**config.mk**
```make
export PLATFORM = sky130hd
export DESIGN_NAME = can_accept_filter
export DESIGN_NICKNAME = d
export VERILOG_FILES = /design/src/rtl/can_filt_pkg.sv /design/src/rtl/can_filt_cmp.sv /design/src/rtl/can_filt_single.sv /design/src/rtl/can_filt_dual.sv /design/src/rtl/can_accept_filter.sv
export SDC_FILE = /design/constraint.sdc
export NUM_CORES = 1
export LEC_CHECK = 0
export ABC_AREA = 1
export BUFFER_PORTS_ARGS = -buffer_cell sky130_fd_sc_hd__buf_2
export CAP_MARGIN = 20
export CORE_ASPECT_RATIO = 1.75
export CORE_MARGIN = 5
export CORE_UTILIZATION = 49
export DETAILED_ROUTE_END_ITERATION = 10
export PLACE_DENSITY = 0.88
export RECOVER_POWER = 25
export SLEW_MARGIN = 0
export SYNTH_ARGS = -nofsm -noshare
export SYNTH_HDL_FRONTEND = slang
export SYNTH_SLANG_ARGS = --single-unit
```
**constraint.sdc**
```tcl
create_clock -name clk -period 0.8 [get_ports clk]
set_input_delay 0 -clock clk [delete_from_list [all_inputs] [get_ports clk]]
set_output_delay 0 -clock clk [all_outputs]
set_load 0.05 [all_outputs]
```
**src/rtl/can_filt_pkg.sv**
```systemverilog
package can_filt_pkg;
   typedef enum logic {
      FILT_DUAL   = 1'b0,
      FILT_SINGLE = 1'b1
   } filt_mode_e;

   typedef struct packed {
      logic id_hit;
      logic rtr_hit;
      logic data_hit;
   } lane_hit_t;
endpackage

```
**src/rtl/can_filt_cmp.sv**
```systemverilog
module can_filt_cmp #(
   parameter int unsigned W = 8
) (
   input  logic [W-1:0] val,
   input  logic [W-1:0] expv,
   input  logic [W-1:0] dc,
   output logic         hit
);
   // a bit passes if it equals the expected bit or is a don't-care
   assign hit = &(~(val ^ expv) | dc);
endmodule

```
**src/rtl/can_filt_single.sv**
```systemverilog
module can_filt_single #(
   parameter int unsigned BYTE_W = 8,
   parameter int unsigned NBYTES = 4,
   parameter int unsigned ID_W   = 29,
   parameter int unsigned SID_W  = 11,
   parameter int unsigned DLC_W  = 4
) (
   input  logic                     ext,
   input  logic                     rtr,
   input  logic [ID_W-1:0]          id,
   input  logic [DLC_W-1:0]         dlc,
   input  logic [BYTE_W-1:0]        d0,
   input  logic [BYTE_W-1:0]        d1,
   input  logic [NBYTES*BYTE_W-1:0] code,
   input  logic [NBYTES*BYTE_W-1:0] mask,
   output logic                     hit
);
   import can_filt_pkg::*;

   localparam int unsigned TAIL_W  = ID_W - 3*BYTE_W;    // id bits held in byte 3
   localparam int unsigned ERTR_B  = BYTE_W - TAIL_W - 1; // remote bit in byte 3
   localparam int unsigned SLO_W   = SID_W - BYTE_W;     // id bits held in byte 1
   localparam int unsigned SRTR_B  = BYTE_W - SLO_W - 1;  // remote bit in byte 1
   localparam int unsigned SPARE_W = ERTR_B;             // unused low bits of byte 3

   logic [BYTE_W-1:0] cb [NBYTES];
   logic [BYTE_W-1:0] mb [NBYTES];

   for (genvar k = 0; k < NBYTES; k++) begin : g_bytes
      assign cb[k] = code[k*BYTE_W +: BYTE_W];
      assign mb[k] = mask[k*BYTE_W +: BYTE_W];
   end

   logic [ID_W-1:0]  e_exp, e_dc;
   logic [SID_W-1:0] s_exp, s_dc;
   assign e_exp = {cb[0], cb[1], cb[2], cb[3][BYTE_W-1 -: TAIL_W]};
   assign e_dc  = {mb[0], mb[1], mb[2], mb[3][BYTE_W-1 -: TAIL_W]};
   assign s_exp = {cb[0], cb[1][BYTE_W-1 -: SLO_W]};
   assign s_dc  = {mb[0], mb[1][BYTE_W-1 -: SLO_W]};

   lane_hit_t e_res, s_res;
   logic      d1_hit;

   can_filt_cmp #(.W(ID_W)) u_eid (
      .val(id), .expv(e_exp), .dc(e_dc), .hit(e_res.id_hit));
   can_filt_cmp #(.W(SID_W)) u_sid (
      .val(id[SID_W-1:0]), .expv(s_exp), .dc(s_dc), .hit(s_res.id_hit));
   can_filt_cmp #(.W(BYTE_W)) u_d0 (
      .val(d0), .expv(cb[2]), .dc(mb[2]), .hit(s_res.data_hit));
   can_filt_cmp #(.W(BYTE_W)) u_d1 (
      .val(d1), .expv(cb[3]), .dc(mb[3]), .hit(d1_hit));

   assign e_res.rtr_hit  = mb[3][ERTR_B] | (rtr == cb[3][ERTR_B]);
   assign e_res.data_hit = 1'b1;
   assign s_res.rtr_hit  = mb[1][SRTR_B] | (rtr == cb[1][SRTR_B]);

   logic short_ok, data_ok;
   assign short_ok = rtr | (dlc == '0);
   assign data_ok  = short_ok | (s_res.data_hit & ((dlc == DLC_W'(1)) | d1_hit));

   assign hit = ext ? (e_res.id_hit & e_res.rtr_hit & e_res.data_hit)
                    : (s_res.id_hit & s_res.rtr_hit & data_ok);

   logic unused_spare;
   assign unused_spare = ^{cb[3][SPARE_W-1:0], mb[3][SPARE_W-1:0]};
endmodule

```
**src/rtl/can_filt_dual.sv**
```systemverilog
module can_filt_dual #(
   parameter int unsigned BYTE_W = 8,
   parameter int unsigned NBYTES = 4,
   parameter int unsigned ID_W   = 29,
   parameter int unsigned SID_W  = 11
) (
   input  logic                     ext,
   input  logic                     rtr,
   input  logic [ID_W-1:0]          id,
   input  logic [BYTE_W-1:0]        d0,
   input  logic [NBYTES*BYTE_W-1:0] code,
   input  logic [NBYTES*BYTE_W-1:0] mask,
   output logic                     hit
);
   import can_filt_pkg::*;

   localparam int unsigned LANES  = NBYTES / 2;
   localparam int unsigned HI_W   = 2 * BYTE_W;           // extended id bits compared
   localparam int unsigned SLO_W  = SID_W - BYTE_W;
   localparam int unsigned SRTR_B = BYTE_W - SLO_W - 1;
   localparam int unsigned NIB    = BYTE_W / 2;
   localparam int unsigned GAP_W  = ID_W - HI_W - SID_W;  // id bits no lane reads

   logic [BYTE_W-1:0] cb [NBYTES];
   logic [BYTE_W-1:0] mb [NBYTES];
   logic [LANES-1:0]  lane_hit;

   for (genvar k = 0; k < NBYTES; k++) begin : g_bytes
      assign cb[k] = code[k*BYTE_W +: BYTE_W];
      assign mb[k] = mask[k*BYTE_W +: BYTE_W];
   end

   for (genvar g = 0; g < LANES; g++) begin : g_lane
      lane_hit_t e_res, s_res;

      can_filt_cmp #(.W(HI_W)) u_eid (
         .val(id[ID_W-1 -: HI_W]),
         .expv({cb[2*g], cb[2*g+1]}),
         .dc({mb[2*g], mb[2*g+1]}),
         .hit(e_res.id_hit));
      can_filt_cmp #(.W(SID_W)) u_sid (
         .val(id[SID_W-1:0]),
         .expv({cb[2*g], cb[2*g+1][BYTE_W-1 -: SLO_W]}),
         .dc({mb[2*g], mb[2*g+1][BYTE_W-1 -: SLO_W]}),
         .hit(s_res.id_hit));

      assign e_res.rtr_hit  = 1'b1;
      assign e_res.data_hit = 1'b1;
      assign s_res.rtr_hit  = mb[2*g+1][SRTR_B] | (rtr == cb[2*g+1][SRTR_B]);

      if (g == 0) begin : g_data
         can_filt_cmp #(.W(BYTE_W)) u_d0 (
            .val(d0),
            .expv({cb[1][NIB-1:0], cb[3][NIB-1:0]}),
            .dc({mb[1][NIB-1:0], mb[3][NIB-1:0]}),
            .hit(s_res.data_hit));
      end else begin : g_nodata
         assign s_res.data_hit = 1'b1;
      end

      assign lane_hit[g] = ext ? (e_res.id_hit & e_res.rtr_hit & e_res.data_hit)
                               : (s_res.id_hit & s_res.rtr_hit & s_res.data_hit);
   end

   assign hit = |lane_hit;

   logic unused_gap;
   assign unused_gap = ^id[SID_W +: GAP_W];
endmodule

```
**src/rtl/can_accept_filter.sv**
```systemverilog
module can_accept_filter #(
   parameter int unsigned BYTE_W = 8,
   parameter int unsigned NBYTES = 4,
   parameter int unsigned ID_W   = 29,
   parameter int unsigned SID_W  = 11,
   parameter int unsigned DLC_W  = 4
) (
   input  logic                     clk,
   input  logic                     rst_n,
   input  logic                     frm_valid,
   input  logic                     frm_ext,
   input  logic                     frm_rtr,
   input  logic [ID_W-1:0]          frm_id,
   input  logic [DLC_W-1:0]         frm_dlc,
   input  logic [BYTE_W-1:0]        frm_d0,
   input  logic [BYTE_W-1:0]        frm_d1,
   input  logic [NBYTES*BYTE_W-1:0] acc_code,
   input  logic [NBYTES*BYTE_W-1:0] acc_mask,
   input  logic                     single_mode,
   output logic                     acc_valid,
   output logic                     acc_ok
);
   import can_filt_pkg::*;

   if (BYTE_W != 8) begin : g_bad_byte
      $error("can_accept_filter: BYTE_W must be 8");
   end
   if (NBYTES != 4) begin : g_bad_nbytes
      $error("can_accept_filter: NBYTES must be 4");
   end
   if (ID_W != NBYTES*BYTE_W - 3) begin : g_bad_id
      $error("can_accept_filter: ID_W must leave 3 spare bits in the last byte");
   end
   if (SID_W != BYTE_W + 3) begin : g_bad_sid
      $error("can_accept_filter: SID_W must span one byte plus 3 bits");
   end
   if (DLC_W < 2) begin : g_bad_dlc
      $error("can_accept_filter: DLC_W too small");
   end

   logic       single_hit, dual_hit, decision;
   filt_mode_e mode_sel;

   can_filt_single #(
      .BYTE_W(BYTE_W), .NBYTES(NBYTES), .ID_W(ID_W), .SID_W(SID_W), .DLC_W(DLC_W)
   ) u_single (
      .ext(frm_ext), .rtr(frm_rtr), .id(frm_id), .dlc(frm_dlc),
      .d0(frm_d0), .d1(frm_d1), .code(acc_code), .mask(acc_mask),
      .hit(single_hit));

   can_filt_dual #(
      .BYTE_W(BYTE_W), .NBYTES(NBYTES), .ID_W(ID_W), .SID_W(SID_W)
   ) u_dual (
      .ext(frm_ext), .rtr(frm_rtr), .id(frm_id), .d0(frm_d0),
      .code(acc_code), .mask(acc_mask), .hit(dual_hit));

   assign mode_sel = filt_mode_e'(single_mode);
   assign decision = (mode_sel == FILT_SINGLE) ? single_hit : dual_hit;

   always_ff @(posedge clk or negedge rst_n) begin
      if (!rst_n) begin
         acc_valid <= 1'b0;
         acc_ok    <= 1'b0;
      end else begin
         acc_valid <= frm_valid;
         acc_ok    <= frm_valid & decision;
      end
   end
endmodule

```
### Word-level counts from Yosys, hierarchy flattened

Cells that the tools add are included.

* reduce and logical (&&, ||, !) cells: 10
* bitwise operators: 37
* eq/ne operators: 4
* muxes and demuxes: 4

Operator list (number)
* inverter 16 bit: 2
* bitwise OR 16 bit: 2
* AND reduction 16 bit: 2
* XOR 16 bit: 2
* inverter 29 bit: 1
* bitwise OR 29 bit: 1
* AND reduction 29 bit: 1
* XOR 29 bit: 1
* inverter 8 bit: 3
* bitwise OR 8 bit: 3
* AND reduction 8 bit: 3
* XOR 8 bit: 3
* inverter 11 bit: 2
* bitwise OR 11 bit: 2
* AND reduction 11 bit: 2
* XOR 11 bit: 2
* bitwise AND 1 bit: 7
* bitwise OR 1 bit: 6
* equality test 4 x 1 -> 1 bit, second input constant: 1
* logical NOT 4 bit: 1
* 2-to-1 mux 1 bit: 4
* equality test 1 bit: 3
* OR reduction 2 bit: 1

* output and inout port bits: 2
* register bits after elaboration: 2

### Longest topological paths before layout

Gate-level depths: netlist of run 1.

* word-level depth: 11
* mapped depth: 13
* depth with buffers taken out: 13

### Modules after synthesis

A second synthesis of run 1 with hierarchy kept.

* cell total of the unflattened synthesis: 768
* area, all modules: 3230.6 um2

By module, submodules not included
* can_filt_cmp at u_dual.g_lane[0].u_sid ...: area an instance 281.5 um2, instances 3, cells each 65, sequential area each 0.0 um2
* can_filt_cmp at u_dual.g_lane[0].u_eid ...: area an instance 394.1 um2, instances 2, cells each 93, sequential area each 0.0 um2
* can_filt_cmp at u_single.u_eid: area an instance 745.7 um2, instances 1, cells each 181, sequential area each 0.0 um2
* can_filt_cmp at u_dual.g_lane[0].g_data.u_d0 ...: area an instance 206.4 um2, instances 3, cells each 53, sequential area each 0.0 um2
* can_filt_single: area an instance 88.8 um2, instances 1, cells each 22, sequential area each 0.0 um2
* can_filt_dual: area an instance 72.6 um2, instances 1, cells each 18, sequential area each 0.0 um2
* can_accept_filter: area an instance 71.3 um2, instances 1, cells each 7, sequential area each 50.0 um2

### Least setup slack after synthesis of run 1

Ideal clock, no wire load.

* path type: in2reg
* start point: input acc_code[17]
* end point: register acc_ok
* setup slack: -0.041 ns
* stages: 13
* data arrival time: 0.772 ns
* cell sequence: clkbuf_2 > nand2_1 > nand2_1 > nor2_1 > nor2_1 > nand2_1 > nor2_1 > nand2_1 > nand2_1 > nand2_1 > nand2_1 > nand2_1 > nor2_2

* word-level cells in the longest chain between the ends: 10
* elaborated cells between the ends (all ways): 26
* classes of those cells: 3 x mux; 18 x bitwise; 5 x reduce/logical

Ends and longest elaborated chain
* from (decl): line can_accept_filter.sv:17 `input logic [NBYTES*BYTE_W-1:0] acc_code,`
* XOR 8 bit: line can_filt_cmp.sv:10 `assign hit = &(~(val ^ expv) | dc);`
* inverter 8 bit: line can_filt_cmp.sv:10
* bitwise OR 8 bit: line can_filt_cmp.sv:10
* AND reduction 8 bit: line can_filt_cmp.sv:10
* bitwise AND 1 bit: line can_filt_single.sv:59 `assign data_ok = short_ok | (s_res.data_hit & ((dlc == DLC_W'(1)) | d1_hit));`
* bitwise OR 1 bit: line can_filt_single.sv:59
* bitwise AND 1 bit: line can_filt_single.sv:62 `: (s_res.id_hit & s_res.rtr_hit & data_ok);`
* 2-to-1 mux 1 bit: line can_filt_single.sv:61 `assign hit = ext ? (e_res.id_hit & e_res.rtr_hit & e_res.data_hit)`
* 2-to-1 mux 1 bit *: line can_accept_filter.sv:58 `assign decision = (mode_sel == FILT_SINGLE) ? single_hit : dual_hit;`
* bitwise AND 1 bit *: line can_accept_filter.sv:66 `acc_ok <= frm_valid & decision;`
* to (signal assigned): line can_accept_filter.sv:66
* to (decl): line can_accept_filter.sv:21 `output logic acc_ok`

Every way passes the cells marked *; elsewhere a longest branch is shown, timed or not.

### Worst setup path after layout of run 1

* start point: input acc_code[16]
* end point: register acc_ok

Same word-level chain as after synthesis.

==> results of run 1 <==
[power by group through the flow]
stage / Combinational [W] / Sequential, W / Clock, W
after global routing: 0.00175 / 0.000109 / 0.000407
after floorplan: 0.000726 / 0.000126 / 0
after CTS: 0.00146 / 0.000109 / 0.000406
after global placement: 0.00136 / 0.000109 / 0
final: 0.00159 / 0.000109 / 0.000408
after detailed placement: 0.00139 / 0.000109 / 0
[cells in the mapped netlist (all sizes together)]
master | count | area [µm²]
nand2 | 237 | 890
inv | 117 | 439
nand3 | 74 | 370
nor2 | 70 | 265
o21ai | 9 | 45.0
a21oi | 7 | 35.0
dfrtp | 2 | 50.1
clkbuf | 1 | 5.00
nand3b | 1 | 7.51
nand4 | 1 | 6.26
nor3 | 1 | 5.00
[logic make-up after synthesis]
logic type	synth area share, %
buf+inv	21.0
simple gates	72.9
compound gates	3.78
flops	2.36
[flip-flops by register name (all words and copies together) (netlist names)]
| name | flops |
|---|---|
| acc_ok | 1 |
| acc_valid | 1 |
[worst paths after layout]
path                         startpoint                  end  cells after the start
max                        acc_code[16]     acc_ok$_DFF_PN0_                     12
min                         single_mode     acc_ok$_DFF_PN0_                      4
max in group asynchronous         rst_n     acc_ok$_DFF_PN0_                      2
min in group asynchronous         rst_n  acc_valid$_DFF_PN0_                      2
[area by class of cell]
| class | instances | area (µm²) |
|---|---|---|
| Tap cell | 49 | 61.3 |
| Fill cell | 386 | 1030 |
| Timing Repair Buffer | 134 | 756 |
| Sequential cell | 2 | 50.0 |
| Multi-Input combinational cell | 400 | 1770 |
| Clock buffer | 3 | 41.3 |
| Inverter | 117 | 442 |
[through the flow]
stage	TNS, ns	total power, W	setup WS (ns)
after global routing	-0.146	0.00227	-0.146
after detailed placement	-0.444	0.00150	-0.444
after floorplan	-0.00703	0.000852	-0.00703
after CTS	-0.0363	0.00198	-0.0363
after global placement	-0.418	0.00147	-0.418
final	-0.0918	0.00210	-0.0918
[routing by layer]
metal	share of wire (%)	global-route usage, %	vias to the layer above
li1	-	-	1814
met1	30	26.0	1578
met2	54	56.4	220
met3	8.0	2.53	66
met4	7.9	18.4	0
met5	0	0	-
[timing repair]
action                                  in CTS  in global routing
hold buffers                                 2                  0
endpoints found under the hold margin        3                  0
setup buffers                                0                  2
endpoints found under the setup margin       2                  1
pin swaps                                    7                 18
resized for setup                           33                 47
==> flow_summary.toml, run 1 <==
[status]
status = "finished, violations left"
violations = "negative setup slack"

[clock_network]
htreeDepth = 1
clockBufferDepth = 2
path_clk_slew_ns = 0.03
cts_buffers = 3
cts_root_buffer = "clkbuf_8"
cts_tree = "done"
numClockSinks = 2

[place]
dp_hpwl_um = 7510
port_buffers = 120
placed_cells_incl_taps = 698
gp_congestion = 0.967
dpl-instance-area_um2 = 2850

[timing]
fin_ws_ns = -0.0918
period_needed_ns = 0.892
rsz0062_at_grt = "yes"
relSlewSlack_pct = 83.4
slew_violations = 0
hold_viol = 0
fmax_ghz = 1.12
worst_slew_pin_slew_ns = 0.251
final.period_utilization_pct = 111
holdWs_ns = 0.125
setup_viol = 1

[synth]
ys_seq_elements = 2
ys_seq_area_share_pct = 2.36
synth_fp_nets = 639
synth.avg_cell_area_um2 = 4.07
syn_inst = 520
ys_types = 12
yosys_warnings = 0
syn_area_um2 = 2120

[floorplan]
placementRows = 31
start_util_pct = 51.0
die_h_um = 97.0
top_level_ports = 121
dieArea_um2 = 5790
core_area_um2 = 4150
die_x_um = 59.7

[global_route]
grt_remaining_overflow = 0
grtUsageTotal_pct = 29.0
grt_pass1_wl_um = 13400
antenna_found_initial = 0
grt_max_degree = 9
grt_pass1_vias = 3283

[pwr]
pwr-share-comb_pct = 75.4
swShare_pct = 49.2
p_seq_share_pct = 5.2
p_sw_w = 0.00103
p_clk_share_pct = 19.4
ir_worst_vdd_uv = 617
p_int_w = 0.00107
p_leak_nw = 2.14
power_density_nw_per_um2 = 675

[final_layout]
drive_gt1_share_pct = 29.6
area_delta_synth_final_pct = 47.3
final_util_pct = 75.2
layout_commonest_cell = "nand2_1"
design_area_um2 = 3120
diodes = 0
fin_nets = 777
final_cell_mix = "228 x nand2_1, 108 x buf_2, 94 x inv_1"
finalNonFillerCells = 705

[routing]
via_count = 3678
wl_per_cell_um = 13.1
routed_wl_um = 9220
drc = 0
drt-initial-drc-count = 201
antenna_left = 0
firstDrtPassIters = 5
avgViaCountPerCell = 5.22

[setup_path]
slowest_stage = "nor3_2"
critPathMaxStageDelay_ns = 0.17
worst-path-buf-inv = 2
endpoint_kind = "flip-flop"
crit_chain = "buf_2 -> buf_4 -> nand2_1 -> nand3_1 -> nand2_1 -> nor3_2 -> nand2_1 -> nand2_1 -> nor2_1 -> nand2_1 -> nand2_1 -> nor2_2"
crit_top_cell = "nand2_1"
arrival_ns = 1.04
start_kind = "primary input"
required_ns = 0.95
critical_path.top_delay_family = "simple AND/OR/NAND/NOR gates"
worst-path-max-fanout = 4
crit_type = "in -> reg"

[run]
max_cap_violations = 0

[min_path]
hold_class = "in -> reg"
Power figures use the tool's default switching activity.
==> inputs of run 2 (changes only) <==
--- a/config.mk
+++ b/config.mk
@@ -10,9 +10,9 @@
 export CAP_MARGIN = 20
 export CORE_ASPECT_RATIO = 1.75
 export CORE_MARGIN = 5
-export CORE_UTILIZATION = 49
+export CORE_UTILIZATION = 46
 export DETAILED_ROUTE_END_ITERATION = 10
-export PLACE_DENSITY = 0.88
+export PLACE_DENSITY = 0.83
 export RECOVER_POWER = 25
 export SLEW_MARGIN = 0
 export SYNTH_ARGS = -nofsm -noshare
==> constraint.sdc (replaced) <==
create_clock -name clk -period 0.95 [get_ports clk]
set_input_delay 0 -clock clk [delete_from_list [all_inputs] [get_ports clk]]
set_output_delay 0 -clock clk [all_outputs]
set_load 0.05 [all_outputs]
==> run 2 against run 1 <==
Largest power group unchanged. Critical path type unchanged. Clock power decreased by 16%. First-iteration DRC count decreased by 20%. Setup slack improved by 0.19 ns. Die area increased by 5.6%. Combinational power decreased by 19%. Sequential power decreased by 17%. Critical endpoint unchanged. Via count decreased by 3.7%. Design area decreased by 2.4%. Power decreased by 19%. Sequential share of layout area about the same. Worst hold slack got worse by 0.0015 ns. The flow now finishes without violations. Utilization decreased by 6.6 points.
==> flow_summary.toml, run 2 (synthesis gave the netlist of run 1 again) <==
[place]
port_buffers = 120
dpl_worst_slack_ns = -0.257
dp_hpwl_um = 7690
gp_congestion = 0.940

[timing]
final.period_utilization_pct = 90.0
relSlewSlack_pct = 82.9
setup_viol = 0
holdWs_ns = 0.123
period_needed_ns = 0.855
hold_viol = 0
worst_slew_pin_slew_ns = 0.258
fin_ws_ns = 0.0952
fmax_ghz = 1.17
slew_violations = 0

[pwr]
p_leak_nw = 2.13
ir_worst_vdd_uv = 547
power_density_nw_per_um2 = 562

[clock_network]
cts_tree = "done"
htreeDepth = 1
cts_buffers = 3
clockBufferDepth = 2
path_clk_slew_ns = 0.03
numClockSinks = 2
cts_root_buffer = "clkbuf_8"
cts_setup_buffers = 0

[global_route]
grt_max_degree = 9
grt_pass1_vias = 3317
grt_pass1_wl_um = 13200
antenna_found_initial = 0
grtUsageTotal_pct = 27.6
grt_remaining_overflow = 0

[setup_path]
endpoint_kind = "flip-flop"
crit_top_cell = "nand2_1"
crit_chain = "buf_2 -> inv_1 -> nand2_1 -> nand3_1 -> nand2_1 -> nor2_2 -> nand2_2 -> inv_1 -> nand2_1 -> nand2_1 -> nand2_1 -> nand2_1 -> nand2_1 -> nor2_2"
worst-path-max-fanout = 3
arrival_ns = 1.00
critical_path.top_delay_family = "simple AND/OR/NAND/NOR gates"
critPathMaxStageDelay_ns = 0.12
required_ns = 1.10
slowest_stage = "nor2_2"
crit_type = "in -> reg"
worst-path-buf-inv = 3
start_kind = "primary input"

[min_path]
hold_class = "in -> reg"

[final_layout]
top_regs = "acc_ok (1), acc_valid (1)"
final_cell_mix = "232 x nand2_1, 111 x buf_2, 105 x inv_1"
area_delta_synth_final_pct = 43.8
multiInputGateArea_um2 = 1710
drive_gt1_share_pct = 26.2
diodes = 0
fin_nets = 777
fill_cells = 468
final_util_pct = 68.5
layout_commonest_cell = "nand2_1"
register_area_um2 = 50.0

[floorplan]
core_area_um2 = 4440
die_x_um = 61.3
placementRows = 32
start_util_pct = 47.7
dieArea_um2 = 6120
die_h_um = 99.8
top_level_ports = 121

[run]
max_cap_violations = 0

[routing]
via_count = 3542
wl_per_cell_um = 12.4
drt-initial-drc-count = 160
drc = 0
avgViaCountPerCell = 5.01
antenna_left = 0
routed_wl_um = 8800
firstDrtPassIters = 4

[status]
status = "completed"
==> run 2: cell types whose count changed in the layout (fill, tap and decap cells not counted), moves of 2 or more <==
cell | before | now
nand2_2 | 9 | 5
buf_2 | 108 | 111
nand3_1 | 60 | 69
nor2_2 | 8 | 11
nand3_2 | 14 | 5
nor2_4 | 3 | 1
buf_6 | 5 | 3
inv_2 | 22 | 12
inv_1 | 94 | 105
nand2_1 | 228 | 232
==> run 2: power breakdown <==
part | internal [W] | switching, W
combinational | 0.000524 | 0.000756
clock | 0.000268 | 0.0000733
sequential | 0.0000898 | 0.00000118
total | 0.000882 | 0.000830
==> run 2: final timing paths <==
path	start	end	cells after the start
min in group asynchronous	rst_n	acc_ok$_DFF_PN0_	2
max in group asynchronous	rst_n	acc_valid$_DFF_PN0_	2
max	acc_code[7]	acc_ok$_DFF_PN0_	14
min	single_mode	acc_ok$_DFF_PN0_	4
==> run 2: per-layer routing <==
metal / track usage, % / up-vias / part of all wire [%]
met5: 0 / - / 0
met4: 15.5 / 0 / 6.1
met3: 1.80 / 37 / 6.3
met1: 24.8 / 1532 / 31
li1: - / 1822 / -
met2: 55.3 / 151 / 56
==> run 2: layout make-up <==
type | instances | area share (%)
Multi-Input combinational cell | 400 | 56.2
Timing Repair Buffer | 134 | 24.3
Inverter | 117 | 14.4
Tap cell | 51 | 2.10
Sequential cell | 2 | 1.64
Clock buffer | 3 | 1.36
==> run 2: per-stage QoR <==
step / setup TNS [ns] / area, µm² / power (W) / std cells
after floorplan: 0 / 2120 / 0.000714 / 520
after global placement: -0.266 / 2870 / 0.00125 / 702
after detailed placement: -0.257 / 2870 / 0.00128 / 702
after CTS: 0 / 2930 / 0.00163 / 707
after global routing: -0.00881 / 3050 / 0.00187 / 707
final: 0 / 3050 / 0.00171 / 707
==> run 2: timing repair <==
item	in CTS	in global routing
resized for setup	1	52
hold endpoints to repair	3	0
endpoints found under the setup margin	1	1
pin swaps	0	16
hold buffers	2	0
==> inputs of run 3 (changes only) <==
--- a/config.mk
+++ b/config.mk
@@ -12,7 +12,7 @@
 export CORE_MARGIN = 5
 export CORE_UTILIZATION = 46
 export DETAILED_ROUTE_END_ITERATION = 10
-export PLACE_DENSITY = 0.83
+export PLACE_DENSITY_LB_ADDON = 0.05
 export RECOVER_POWER = 25
 export SLEW_MARGIN = 0
 export SYNTH_ARGS = -nofsm -noshare
==> run 3 against run 2 <==
Largest cell class unchanged. Sequential power is 0.8% higher. Global-route usage is 0.73 points lower. Setup slack got worse by 0.045 ns. Sequential cell count unchanged.
==> flow_summary.toml, run 3 (synthesis gave the netlist of run 1 again) <==
[global_route]
grt_pass1_wl_um = 12700
antenna_found_initial = 0
grtUsageTotal_pct = 26.9
grt_max_degree = 9
grt_pass1_vias = 3189
grt_remaining_overflow = 0

[final_layout]
fin_nets = 781
layout_commonest_cell = "nand2_1"
multiInputGateArea_um2 = 1820
diodes = 0
area_delta_synth_final_pct = 55.9
final_cell_mix = "219 x nand2_1, 93 x buf_2, 77 x inv_1"
drive_gt1_share_pct = 34.5
register_area_um2 = 50.0
top_regs = "acc_ok (1), acc_valid (1)"
design_area_um2 = 3300
fill_cells = 443

[routing]
wl_per_cell_um = 12.6
avgViaCountPerCell = 5.02
via_count = 3571
antenna_left = 0
drt-initial-drc-count = 198
firstDrtPassIters = 6
routed_wl_um = 8980
drc = 0

[min_path]
hold_class = "in -> reg"
hold_start = "single_mode"
hold_path_depth = 4
hold_path_end = "acc_ok$_DFF_PN0_"

[pwr]
p_leak_nw = 2.18
ir_worst_vdd_uv = 632
power_density_nw_per_um2 = 562
power_w = 0.00186

[status]
status = "completed"

[timing]
relSlewSlack_pct = 83.2
slew_violations = 0
setup_viol = 0
fmax_ghz = 1.11
worst_slew_pin_slew_ns = 0.254
hold_viol = 0
fin_ws_ns = 0.0503
period_needed_ns = 0.900
final.period_utilization_pct = 94.7
holdWs_ns = 0.120

[run]
max_cap_violations = 0

[clock_network]
cts_root_buffer = "clkbuf_8"
htreeDepth = 1
cts_buffers = 3
numClockSinks = 2
path_clk_slew_ns = 0.03
clockBufferDepth = 2
cts_tree = "done"

[place]
gp_congestion = 0.942
port_buffers = 120
dp_hpwl_um = 7460
dpl_worst_slack_ns = -0.289
dpl-instance-area_um2 = 2880

[floorplan]
core_area_um2 = 4440
die_h_um = 99.8
top_level_ports = 121
dieArea_um2 = 6120
die_x_um = 61.3
start_util_pct = 47.7
placementRows = 32

[setup_path]
arrival_ns = 1.00
required_ns = 1.05
startpoint = "acc_mask[22]"
start_kind = "primary input"
crit_type = "in -> reg"
worst-path-max-fanout = 4
endpoint_kind = "flip-flop"
==> run 3: cell count changes in the layout (fill, tap and decap cells not counted), sizes merged <==
cell,previous run,this run
buf,131,134
clkbuf,4,5
==> run 3: per-stage QoR <==
| step | TNS (ns) | std cells | util (%) |
|---|---|---|---|
| floorplan | 0 | 520 | - |
| global placement | -0.303 | 703 | 64.7 |
| detailed placement | -0.289 | 703 | 64.7 |
| CTS | 0 | 708 | 66.1 |
| global route | -0.0714 | 711 | 74.3 |
| finish | 0 | 711 | 74.3 |
==> run 3: final cells by class <==
| cell class | instances | area share, % |
|---|---|---|
| Sequential cell | 2 | 1.52 |
| Timing Repair Buffer | 138 | 26.2 |
| Clock buffer | 3 | 1.25 |
| Tap cell | 51 | 1.93 |
| Inverter | 117 | 14.1 |
| Multi-Input combinational cell | 400 | 55.1 |
==> run 3: worst max path at each step <==
stage / end / slack (ns) / cells after the start
floorplan: acc_ok$_DFF_PN0_ / 0.11 / 13
global placement: acc_ok$_DFF_PN0_ / -0.30 / 11
detailed placement: acc_ok$_DFF_PN0_ / -0.29 / 11
CTS: acc_ok$_DFF_PN0_ / 0.02 / 12
global route: acc_ok$_DFF_PN0_ / -0.07 / 12
finish: acc_ok$_DFF_PN0_ / 0.05 / 13
==> run 3: timing repair <==
item,4_1_cts,5_1_grt
pin swaps,0,45
resized for setup,1,154
hold endpoints to repair,3,0
setup endpoints to repair,1,1
setup buffers,0,3
hold buffers,2,0
==> run 3: worst max-delay path, cell delays in order <==
cell and delay (ns):
buf_2 0.10, inv_1 0.16, nand3_1 0.17, nand2_1 0.10
inv_1 0.04, nand2_1 0.05, nor2_1 0.04, nand2_1 0.06
nand2_1 0.05, nor2_1 0.07, nand2_1 0.06, nand2_1 0.07
nor2_2 0.04
==> run 3: power breakdown <==
group,switching [W],internal (W)
clock,0.0000708,0.000268
sequential,0.00000182,0.0000899
combinational,0.000822,0.000605
total,0.000894,0.000963
==> run 3: per-layer routing <==
layer  vias to the layer above  global-route usage, %  share of wire, %
met3                        36                   2.70               6.0
met2                       161                   51.8                55
met4                         0                   14.7               5.8
li1                       1830                      -                 -
met1                      1544                   25.7                34
met5                         -                      0                 0
